[src/rtl/rac_pkg.sv]
package rac_pkg;
    localparam int ADDR_W = 32;
    localparam int SZ_W   = 6;
    localparam int PERM_W = 3;
    localparam int SUB_N  = 8;

    typedef enum logic [1:0] {
        OP_REGION = 2'd0,
        OP_GLOBAL = 2'd1,
        OP_CLEAR  = 2'd2,
        OP_NONE   = 2'd3
    } cfg_op_e;

    typedef struct packed {
        logic              en;
        logic [ADDR_W-1:0] base;
        logic [SZ_W-1:0]   size;
        logic [SUB_N-1:0]  sub_off;
        logic [PERM_W-1:0] perm;
    } region_t;

    function automatic logic perm_allows(input logic [PERM_W-1:0] perm,
                                         input logic priv, input logic wr);
        logic ok;
        unique case (perm)
            3'd1:    ok = priv;
            3'd2:    ok = priv | ~wr;
            3'd3:    ok = 1'b1;
            3'd5:    ok = priv & ~wr;
            3'd6:    ok = ~wr;
            default: ok = 1'b0;
        endcase
        return ok;
    endfunction

    function automatic logic [SZ_W-1:0] clamp_size(input logic [SZ_W-1:0] s);
        logic [SZ_W-1:0] r;
        if (s < 6'd5)       r = 6'd5;
        else if (s > 6'd32) r = 6'd32;
        else                r = s;
        return r;
    endfunction
endpackage

[src/rtl/rac_fault_log.sv]
module rac_fault_log
    import rac_pkg::*;
(
    input  logic              clk,
    input  logic              rst_n,
    input  logic              clr,
    input  logic              cap,
    input  logic [ADDR_W-1:0] addr,
    input  logic              wr,
    input  logic              priv,
    output logic              valid,
    output logic [ADDR_W-1:0] addr_q,
    output logic              wr_q,
    output logic              priv_q
);
    typedef enum logic {FL_EMPTY, FL_HELD} fl_state_e;
    fl_state_e state_q, state_d;

    always_comb begin
        state_d = state_q;
        unique case (state_q)
            FL_EMPTY: if (cap && !clr) state_d = FL_HELD;
            FL_HELD:  if (clr)         state_d = FL_EMPTY;
        endcase
    end

    always_ff @(posedge clk or negedge rst_n) begin
        if (!rst_n) state_q <= FL_EMPTY;
        else        state_q <= state_d;
    end

    always_ff @(posedge clk or negedge rst_n) begin
        if (!rst_n) begin
            addr_q <= '0;
            wr_q   <= 1'b0;
            priv_q <= 1'b0;
        end else if (state_q == FL_EMPTY && state_d == FL_HELD) begin
            addr_q <= addr;
            wr_q   <= wr;
            priv_q <= priv;
        end
    end

    assign valid = (state_q == FL_HELD);

    p_hold_r9: assert property (@(posedge clk) disable iff (!rst_n)
        (valid && !clr) |=> (valid && $stable(addr_q) && $stable(wr_q) && $stable(priv_q)));
    p_capture_r9: assert property (@(posedge clk) disable iff (!rst_n)
        (!valid && cap && !clr) |=> (valid && addr_q == $past(addr)));
    p_clear_r10: assert property (@(posedge clk) disable iff (!rst_n)
        clr |=> !valid);
endmodule

[config.mk]
export PLATFORM = sky130hd
export DESIGN_NAME = rac_fault_log
export DESIGN_NICKNAME = d
export VERILOG_FILES = /design/src/rtl/rac_pkg.sv /design/src/rtl/rac_fault_log.sv
export SDC_FILE = /design/constraint.sdc
export NUM_CORES = 1
export LEC_CHECK = 0
export BUFFER_PORTS_ARGS = -buffer_cell sky130_fd_sc_hd__buf_2
export CORE_MARGIN = 3
export CORE_UTILIZATION = 40
export CTS_BUF_LIST = sky130_fd_sc_hd__clkbuf_16
export DETAILED_ROUTE_END_ITERATION = 10
export PLACE_DENSITY = 0.81
export SKIP_LAST_GASP = 1
export SYNTH_ARGS = -nofsm -noshare
export SYNTH_HDL_FRONTEND = slang
export SYNTH_SLANG_ARGS = --single-unit
[constraint.sdc]
create_clock -name clk -period 3.45 [get_ports clk]
set_clock_uncertainty 0.05 [all_clocks]
set_input_delay 0.1725 -clock clk [delete_from_list [all_inputs] [get_ports clk]]
set_output_delay 0.1725 -clock clk [all_outputs]
set_load 0.02 [all_outputs]
==> impl_metrics.toml, run 1 <==
[run_status]
outcome = "completed"

[pwr]
p_total_mw = 1.227
p_leak_nw = 0.9221
power_density_nw_per_um2 = 661.2
vdd_drop_max_mv = 0.2924

[sta]
hold_viol = 0
tightest_slew_ns = 0.7299
tns_ns = 0
slew_headroom = 0.5134
drv_slew = 0
min_period_over_period = 0.4546
fin_crit_ns = 1.568
rsz0062_at_grt = "no"
setup_viol = 0
clock.fmax_ghz = 0.6376

[logic_synthesis]
synth_nets = 113
synth-seq-cells = 35
muxShareOfSynthArea = 0.2903
yosys.area_share.xor_xnor = 0
synth_simple_gate_area_frac = 0.01992
yosysUniqueCellTypes = 6
synth-compound-area-share = 0
ys_seq_area_frac = 0.6641
syn-cell-area_sq_um = 1319
netlist_instances = 75
synth_top_family_by_area = "multiplexers"
yosysWarnings = 0
synth_area_per_cell_sq_um = 17.58
synth_fa_ha_area_frac = 0

[floorplan]
die_x_microns = 63.42
dieHeight_microns = 63.42
die-area_sq_um = 4022
fp-row-count = 20
core-area_sq_um = 3103
io_pins = 73
start_util = 0.4250

[clock_tree]
clk_transition_reported_paths_ns = 0.05
htree_levels = 2
cts-buffers-inserted = 5
cts_tree = "done"
clock-root-buffer = "clkbuf_16"
cts_buffer_depth = 2
insertion_delay_ns = 0.27
numClockSinks = 35
cts-resized-gates = 0

[layout]
final_cell_mix = "72 x buf_2, 35 x dfrtp_1, 32 x mux2_2"
drive_gt1_frac = 0.7273
fin_nets = 191
layout_commonest_cell = "buf_2"
antennaDiodeCount = 0
fin_cells = 198
area_delta_synth_final_pct = 40.70

[worst_setup_path]
cp.required_ns = 3.55
cp-end-kind = "register"
startpoint_type = "register"
critical_path_class = "reg -> reg"
slowest_stage = "dfrtp_1"
crit_buf_inv = 1
r2r_setup_slack_ns = 1.88
critPathMaxFanout = 34
max_stage_delay_ns = 0.42
path_delay_family = "flip-flops"
cp_cell_sequence = "nor3b_4, buf_4, mux2_2"
crit_arrival_ns = 1.67

[route]
drt-total-wl_microns = 2598
drc = 0
vias_per_cell = 4.551
drt-pass1-iter-count = 4
routedWlPerCell_microns = 13.12
ant_nets = 0
drt-initial-drc-count = 23
vias = 901

[placement]
dp.cells = 189
port_buffers = 72
gp_congestion = 0.6998

[worst_hold_path]
min_path_type = "in -> reg"

[global_route]
antenna_found_initial = 0
grt_pass1_wl_microns = 4498
overflow = 0
grt_usage = 0.1472
grt_max_degree = 36
grt_pass1_vias = 974

[job]
maxCapViolCount = 0
-- Yosys cell counts --
cell type	number	share of area
buf_6	3	0.026
dfrtp_1	35	0.66
mux2_1	2	0.017
mux2_2	32	0.27
nor2_1	2	0.0057
nor3b_4	1	0.014
-- repair_timing --
action,4_1_cts,5_1_grt
hold buffers,1,0
endpoints found under the hold margin,35,0
buffers inserted,0,0
setup endpoints to repair,0,0
-- metrics by stage --
stage                     hold slack [ns]  worst slack (ns)  cell area (sq um)  utilization
final                             0.06603             1.882               1856       0.5980
after global routing              0.06541             1.788               1856       0.5980
after CTS                         0.06469             1.862               1856       0.5980
after detailed placement           0.2287             1.874               1708       0.5504
after global placement             0.2123             1.952               1708       0.5504
after floorplan                   -0.1731             1.932               1319            -
-- per-layer routing --
| layer | vias to the layer above | routed length (microns) | GRT usage |
|---|---|---|---|
| met4 | 0 | 42 | 0.08086 |
| met1 | 439 | 911 | 0.1444 |
| met2 | 40 | 1436 | 0.2699 |
| met5 | - | 0 | 0 |
| met3 | 4 | 207 | 0.04635 |
| li1 | 418 | - | - |
-- final cells by class --
| cell class | instances | area, sq um |
|---|---|---|
| repair buffers | 74 | 377.9 |
| clock buffers | 5 | 125.1 |
| clock inverters | 3 | 12.51 |
| fillers | 271 | 1247 |
| multi-input cells | 37 | 409.1 |
| well taps | 44 | 55.05 |
| flip-flops and latches | 35 | 875.8 |
-- registers in the layout, summed over array words and instances, names as in the netlist --
name	cells
addr_q	32
wr_q	1
valid	1
priv_q	1
-- path summary, 6_finish.rpt --
| kind | start | endpoint | cells after the start |
|---|---|---|---|
| worst min register to register | addr_q[29] | addr_q[29] | 1 |
| min in group asynchronous | rst_n | addr_q[25] | 2 |
| max in group asynchronous | rst_n | addr_q[16] | 2 |
| worst max register to register | valid | addr_q[31] | 3 |
| worst max-delay path | valid | addr_q[31] | 3 |
| worst min-delay path | clr | valid | 2 |
-- where the power goes --
| part | internal [mW] | switching, mW | total [mW] | leakage [nW] |
|---|---|---|---|---|
| combinational | 0.129 | 0.168 | 0.298 | 0.433 |
| sequential | 0.489 | 0.0373 | 0.526 | 0.413 |
| clock | 0.260 | 0.143 | 0.403 | 0.0762 |
| total | 0.878 | 0.349 | 1.23 | 0.922 |
-- kinds of logic after synthesis --
logic type,count (synthesis)
buffers and inverters,3
multiplexers,34
AND/OR/NAND/NOR,3
flip-flops,35
No activity file was read; power rests on OpenSTA's default activity.
==> run 2, diff against run 1 <==
Clock period 3.45 ns to 1.53 ns, I/O delays scaled along.
==> impl_metrics.toml, run 2 (synthesis results as in run 1) <==
[run_status]
outcome = "completed"

[layout]
layout_commonest_cell = "buf_2"
fin_nets = 226
fillCellCount = 236
area_delta_synth_final_pct = 71.44
antennaDiodeCount = 0
multi_input_area_sq_um = 409.1
ff_latch_area_sq_um = 875.8
largest_register_ffs = 32
drive_gt1_frac = 0.6117
largest-register = "addr_q"
final_cell_mix = "71 x buf_2, 35 x dfrtp_1, 33 x dlygate4sd3_1"

[sta]
setup_viol = 0
slew_headroom = 0.5048
tns_ns = 0
tightest_slew_ns = 0.7428
min_period_over_period = 0.9588
clock.fmax_ghz = 0.6817
holdWs_ns = 0.005808
fin_crit_ns = 1.467
fin_ws_ns = 0.06300
drv_slew = 0
hold_viol = 0
rsz0062_at_grt = "no"

[clock_tree]
clk_transition_reported_paths_ns = 0.05
clock-root-buffer = "clkbuf_16"
htree_levels = 2
cts_buffer_depth = 2
numClockSinks = 35
insertion_delay_ns = 0.27
cts_tree = "done"
cts-buffers-inserted = 5

[floorplan]
io_pins = 73
fp-row-count = 20
die-area_sq_um = 4022
core-area_sq_um = 3103
dieHeight_microns = 63.42
start_util = 0.4250
die_x_microns = 63.42

[global_route]
grt_max_degree = 36
antenna_found_initial = 0
grt_pass1_vias = 1228
grt_usage = 0.1830
grt_pass1_wl_microns = 5575
overflow = 0

[worst_setup_path]
reg2reg_to = "addr_q[12]"
cp.required_ns = 1.63
crit_buf_inv = 2
path_delay_family = "flip-flops"
slowest_stage = "dfrtp_1"
max_stage_delay_ns = 0.42
rr_worst_depth = 4
cp_cell_sequence = "nor3b_4, buf_12, clkbuf_16, mux2_2"
critPathMaxFanout = 8
startpoint_type = "register"
critical_path_class = "reg -> reg"
r2r_setup_slack_ns = 0.06
crit_arrival_ns = 1.57
reg2reg_from = "valid"
cp-end-kind = "register"

[pwr]
p_leak_nw = 1.083
power_density_nw_per_um2 = 1267
vdd_drop_max_mv = 0.6342

[worst_hold_path]
hold_path_end = "priv_q"
min_from = "priv"
min_path_type = "in -> reg"
min_delay_path_depth = 2

[route]
ant_nets = 0
vias_per_cell = 4.625
drt-total-wl_microns = 3581
drt-initial-drc-count = 18
routedWlPerCell_microns = 15.44
drc = 0
drt-pass1-iter-count = 3
vias = 1073

[placement]
gp_congestion = 0.7205
port_buffers = 72
place_ws_ns = 0.09588
hpwl_microns = 2023

[job]
maxCapViolCount = 0
==> run 2: cell count changes in the layout (fill, tap and decap cells not counted) <==
cell,previous run,this run
buf_6,0,1
buf_12,0,2
inv_1,2,0
buf_4,1,0
clkinv_1,0,1
buf_2,72,71
clkbuf_16,5,7
dlygate4sd3_1,1,33
==> run 2: worst max path at each step <==
stage / start / to / slack [ns] / depth (start not counted)
CTS: clr / addr_q[3] / 0.02 / 5
global placement: valid / addr_q[4] / 0.16 / 3
floorplan: valid / addr_q[0] / 0.01 / 3
global route: valid / addr_q[8] / 0.03 / 4
detailed placement: valid / priv_q / 0.1 / 3
finish: valid / addr_q[12] / 0.06 / 4
==> run 2: power by group <==
group / leakage [nW] / total, mW / internal, mW / switching [mW]
registers: 0.413 / 1.19 / 1.10 / 0.0884
clock network: 0.0671 / 0.895 / 0.582 / 0.313
logic: 0.603 / 0.778 / 0.367 / 0.411
==> run 2: metrics by stage <==
| stage | cell area [sq um] | total power [mW] | std cells | utilization |
|---|---|---|---|---|
| floorplan | 1319 | 1.606 | 75 | - |
| global placement | 1720 | 1.859 | 189 | 0.5544 |
| detailed placement | 1720 | 1.888 | 189 | 0.5544 |
| CTS | 2185 | 2.867 | 229 | 0.7040 |
| global route | 2261 | 3.009 | 232 | 0.7286 |
| finish | 2261 | 2.864 | 232 | 0.7286 |
==> run 2: repair_timing <==
action	CTS	global route
hold buffers	33	0
endpoints found under the hold margin	67	0
endpoints found under the setup margin	0	34
gates resized for setup	0	0
setup buffers	0	1
==> run 2: final cells by class <==
cell class	instances	share of cell area
well taps	44	0.02435
multi-input cells	37	0.1810
clock buffers	5	0.05534
clock inverters	2	0.003874
flip-flops and latches	35	0.3874
repair buffers	109	0.3481
==> run 2: routing by layer <==
| layer | GRT usage | routed length [microns] |
|---|---|---|
| met1 | 0.1669 | 1233 |
| met2 | 0.3533 | 2081 |
| met3 | 0.04100 | 152 |
| met4 | 0.1186 | 114 |
| met5 | 0 | 0 |
==> run 3, diff against run 2 <==
Settings changed: CELL_PAD_IN_SITES_DETAIL_PLACEMENT set to 0, CELL_PAD_IN_SITES_GLOBAL_PLACEMENT set to 1, CORE_UTILIZATION 40 to 33, PLACE_DENSITY 0.81 to 0.85.
==> impl_metrics.toml, run 3 (synthesis results as in run 1) <==
[global_route]
grt_pass1_vias = 1187
grt_pass1_wl_microns = 5388
antenna_found_initial = 0
overflow = 0
grt_max_degree = 36
grt_usage = 0.1427

[floorplan]
die-area_sq_um = 4791
die_x_microns = 69.22
core-area_sq_um = 3744
io_pins = 73
fp-row-count = 22
start_util = 0.3523
dieHeight_microns = 69.22

[sta]
hold_viol = 0
fin_crit_ns = 1.475
tightest_slew_ns = 0.7645
holdWs_ns = 0.006203
drv_slew = 0
slew_headroom = 0.4903
clock.fmax_ghz = 0.6780
setup_viol = 0
rsz0062_at_grt = "no"
min_period_over_period = 0.9639
tns_ns = 0

[worst_setup_path]
startpoint_type = "input port"
cp_cell_sequence = "dlygate4sd3_1, buf_2, nor3b_4, buf_6, clkbuf_16, mux2_2"
cp-end-kind = "register"
max_stage_delay_ns = 0.54
cp.required_ns = 1.63
critPathMaxFanout = 9
slowest_stage = "dlygate4sd3_1"
crit_arrival_ns = 1.57
critical_path_class = "in -> reg"

[pwr]
p_total_mw = 2.865
power_density_nw_per_um2 = 1261
p_leak_nw = 1.097
vdd_drop_max_mv = 0.7212

[clock_tree]
numClockSinks = 35
cts-buffers-inserted = 5
cts_tree = "done"
htree_levels = 2
clk_transition_reported_paths_ns = 0.05
clock-root-buffer = "clkbuf_16"
cts_buffer_depth = 2
insertion_delay_ns = 0.27

[layout]
design_area_sq_um = 2272
final_cell_mix = "72 x buf_2, 35 x dfrtp_1, 35 x dlygate4sd3_1"
utilization = 0.6070
area_delta_synth_final_pct = 72.30
layout_commonest_cell = "buf_2"
fin_nets = 229
largest-register = "addr_q"
drive_gt1_frac = 0.6042
antennaDiodeCount = 0
largest_register_ffs = 32

[route]
drt-total-wl_microns = 3455
vias = 1053
drt-initial-drc-count = 30
vias_per_cell = 4.388
routedWlPerCell_microns = 14.40
drt-pass1-iter-count = 3
drc = 0
ant_nets = 0

[run_status]
outcome = "completed"

[placement]
placed_area_sq_um = 1720
port_buffers = 72
hpwl_microns = 2102
gp_congestion = 0.7967

[worst_hold_path]
min_path_type = "in -> reg"

[job]
maxCapViolCount = 0
-- run 3: stage by stage --
stage | setup slack, ns | instances
floorplan | 0.01205 | 75
global placement | 0.1508 | 194
detailed placement | 0.09924 | 194
CTS | 0.0008132 | 235
global route | 0.003421 | 240
finish | 0.05516 | 240
-- run 3: critical path, delay by kind of cell --
family / cells / cell delay [ns]
simple gates: 1 / 0.17
mux: 1 / 0.33
buf+inv: 4 / 1.01
-- run 3: timing repair --
| action | CTS | global route |
|---|---|---|
| endpoints found under the setup margin | 0 | 34 |
| resized for setup | 0 | 8 |
| endpoints found under the hold margin | 67 | 2 |
| setup buffers | 0 | 1 |
| hold buffers | 33 | 2 |
-- run 3: layout make-up --
| class | count | area, sq um |
|---|---|---|
| clock buffers | 5 | 125.1 |
| clock inverters | 3 | 12.51 |
| fillers | 306 | 1471 |
| multi-input cells | 37 | 409.1 |
| flip-flops and latches | 35 | 875.8 |
| well taps | 48 | 60.06 |
| repair buffers | 112 | 789.5 |
-- run 3: report_power, final --
part	total [mW]	switching, mW	internal (mW)
clock	0.910	0.324	0.586
combinational	0.771	0.405	0.365
sequential	1.18	0.0813	1.10
-- run 3: final timing paths --
path / depth (start not counted) / slack, ns / startpoint / to
worst max-delay path: 6 / 0.06 / clr / addr_q[1]
max in group asynchronous: 2 / 0.57 / rst_n / addr_q[7]
worst max register to register: 4 / 0.10 / valid / addr_q[1]
worst min-delay path: 3 / 0.006 / cap / valid
worst min register to register: 1 / 0.44 / addr_q[29] / addr_q[29]
min in group asynchronous: 2 / 0.37 / rst_n / addr_q[25]
-- run 3: per-layer routing --
metal  vias to the layer above  track usage  share of wire  wire (microns)
li1                        493            -              -               -
met1                       514       0.1406           0.35            1194
met2                        44       0.2744           0.58            1999
met3                         2      0.03623          0.066             227
met4                         0      0.06508         0.0098              34
met5                         -            0              0               0
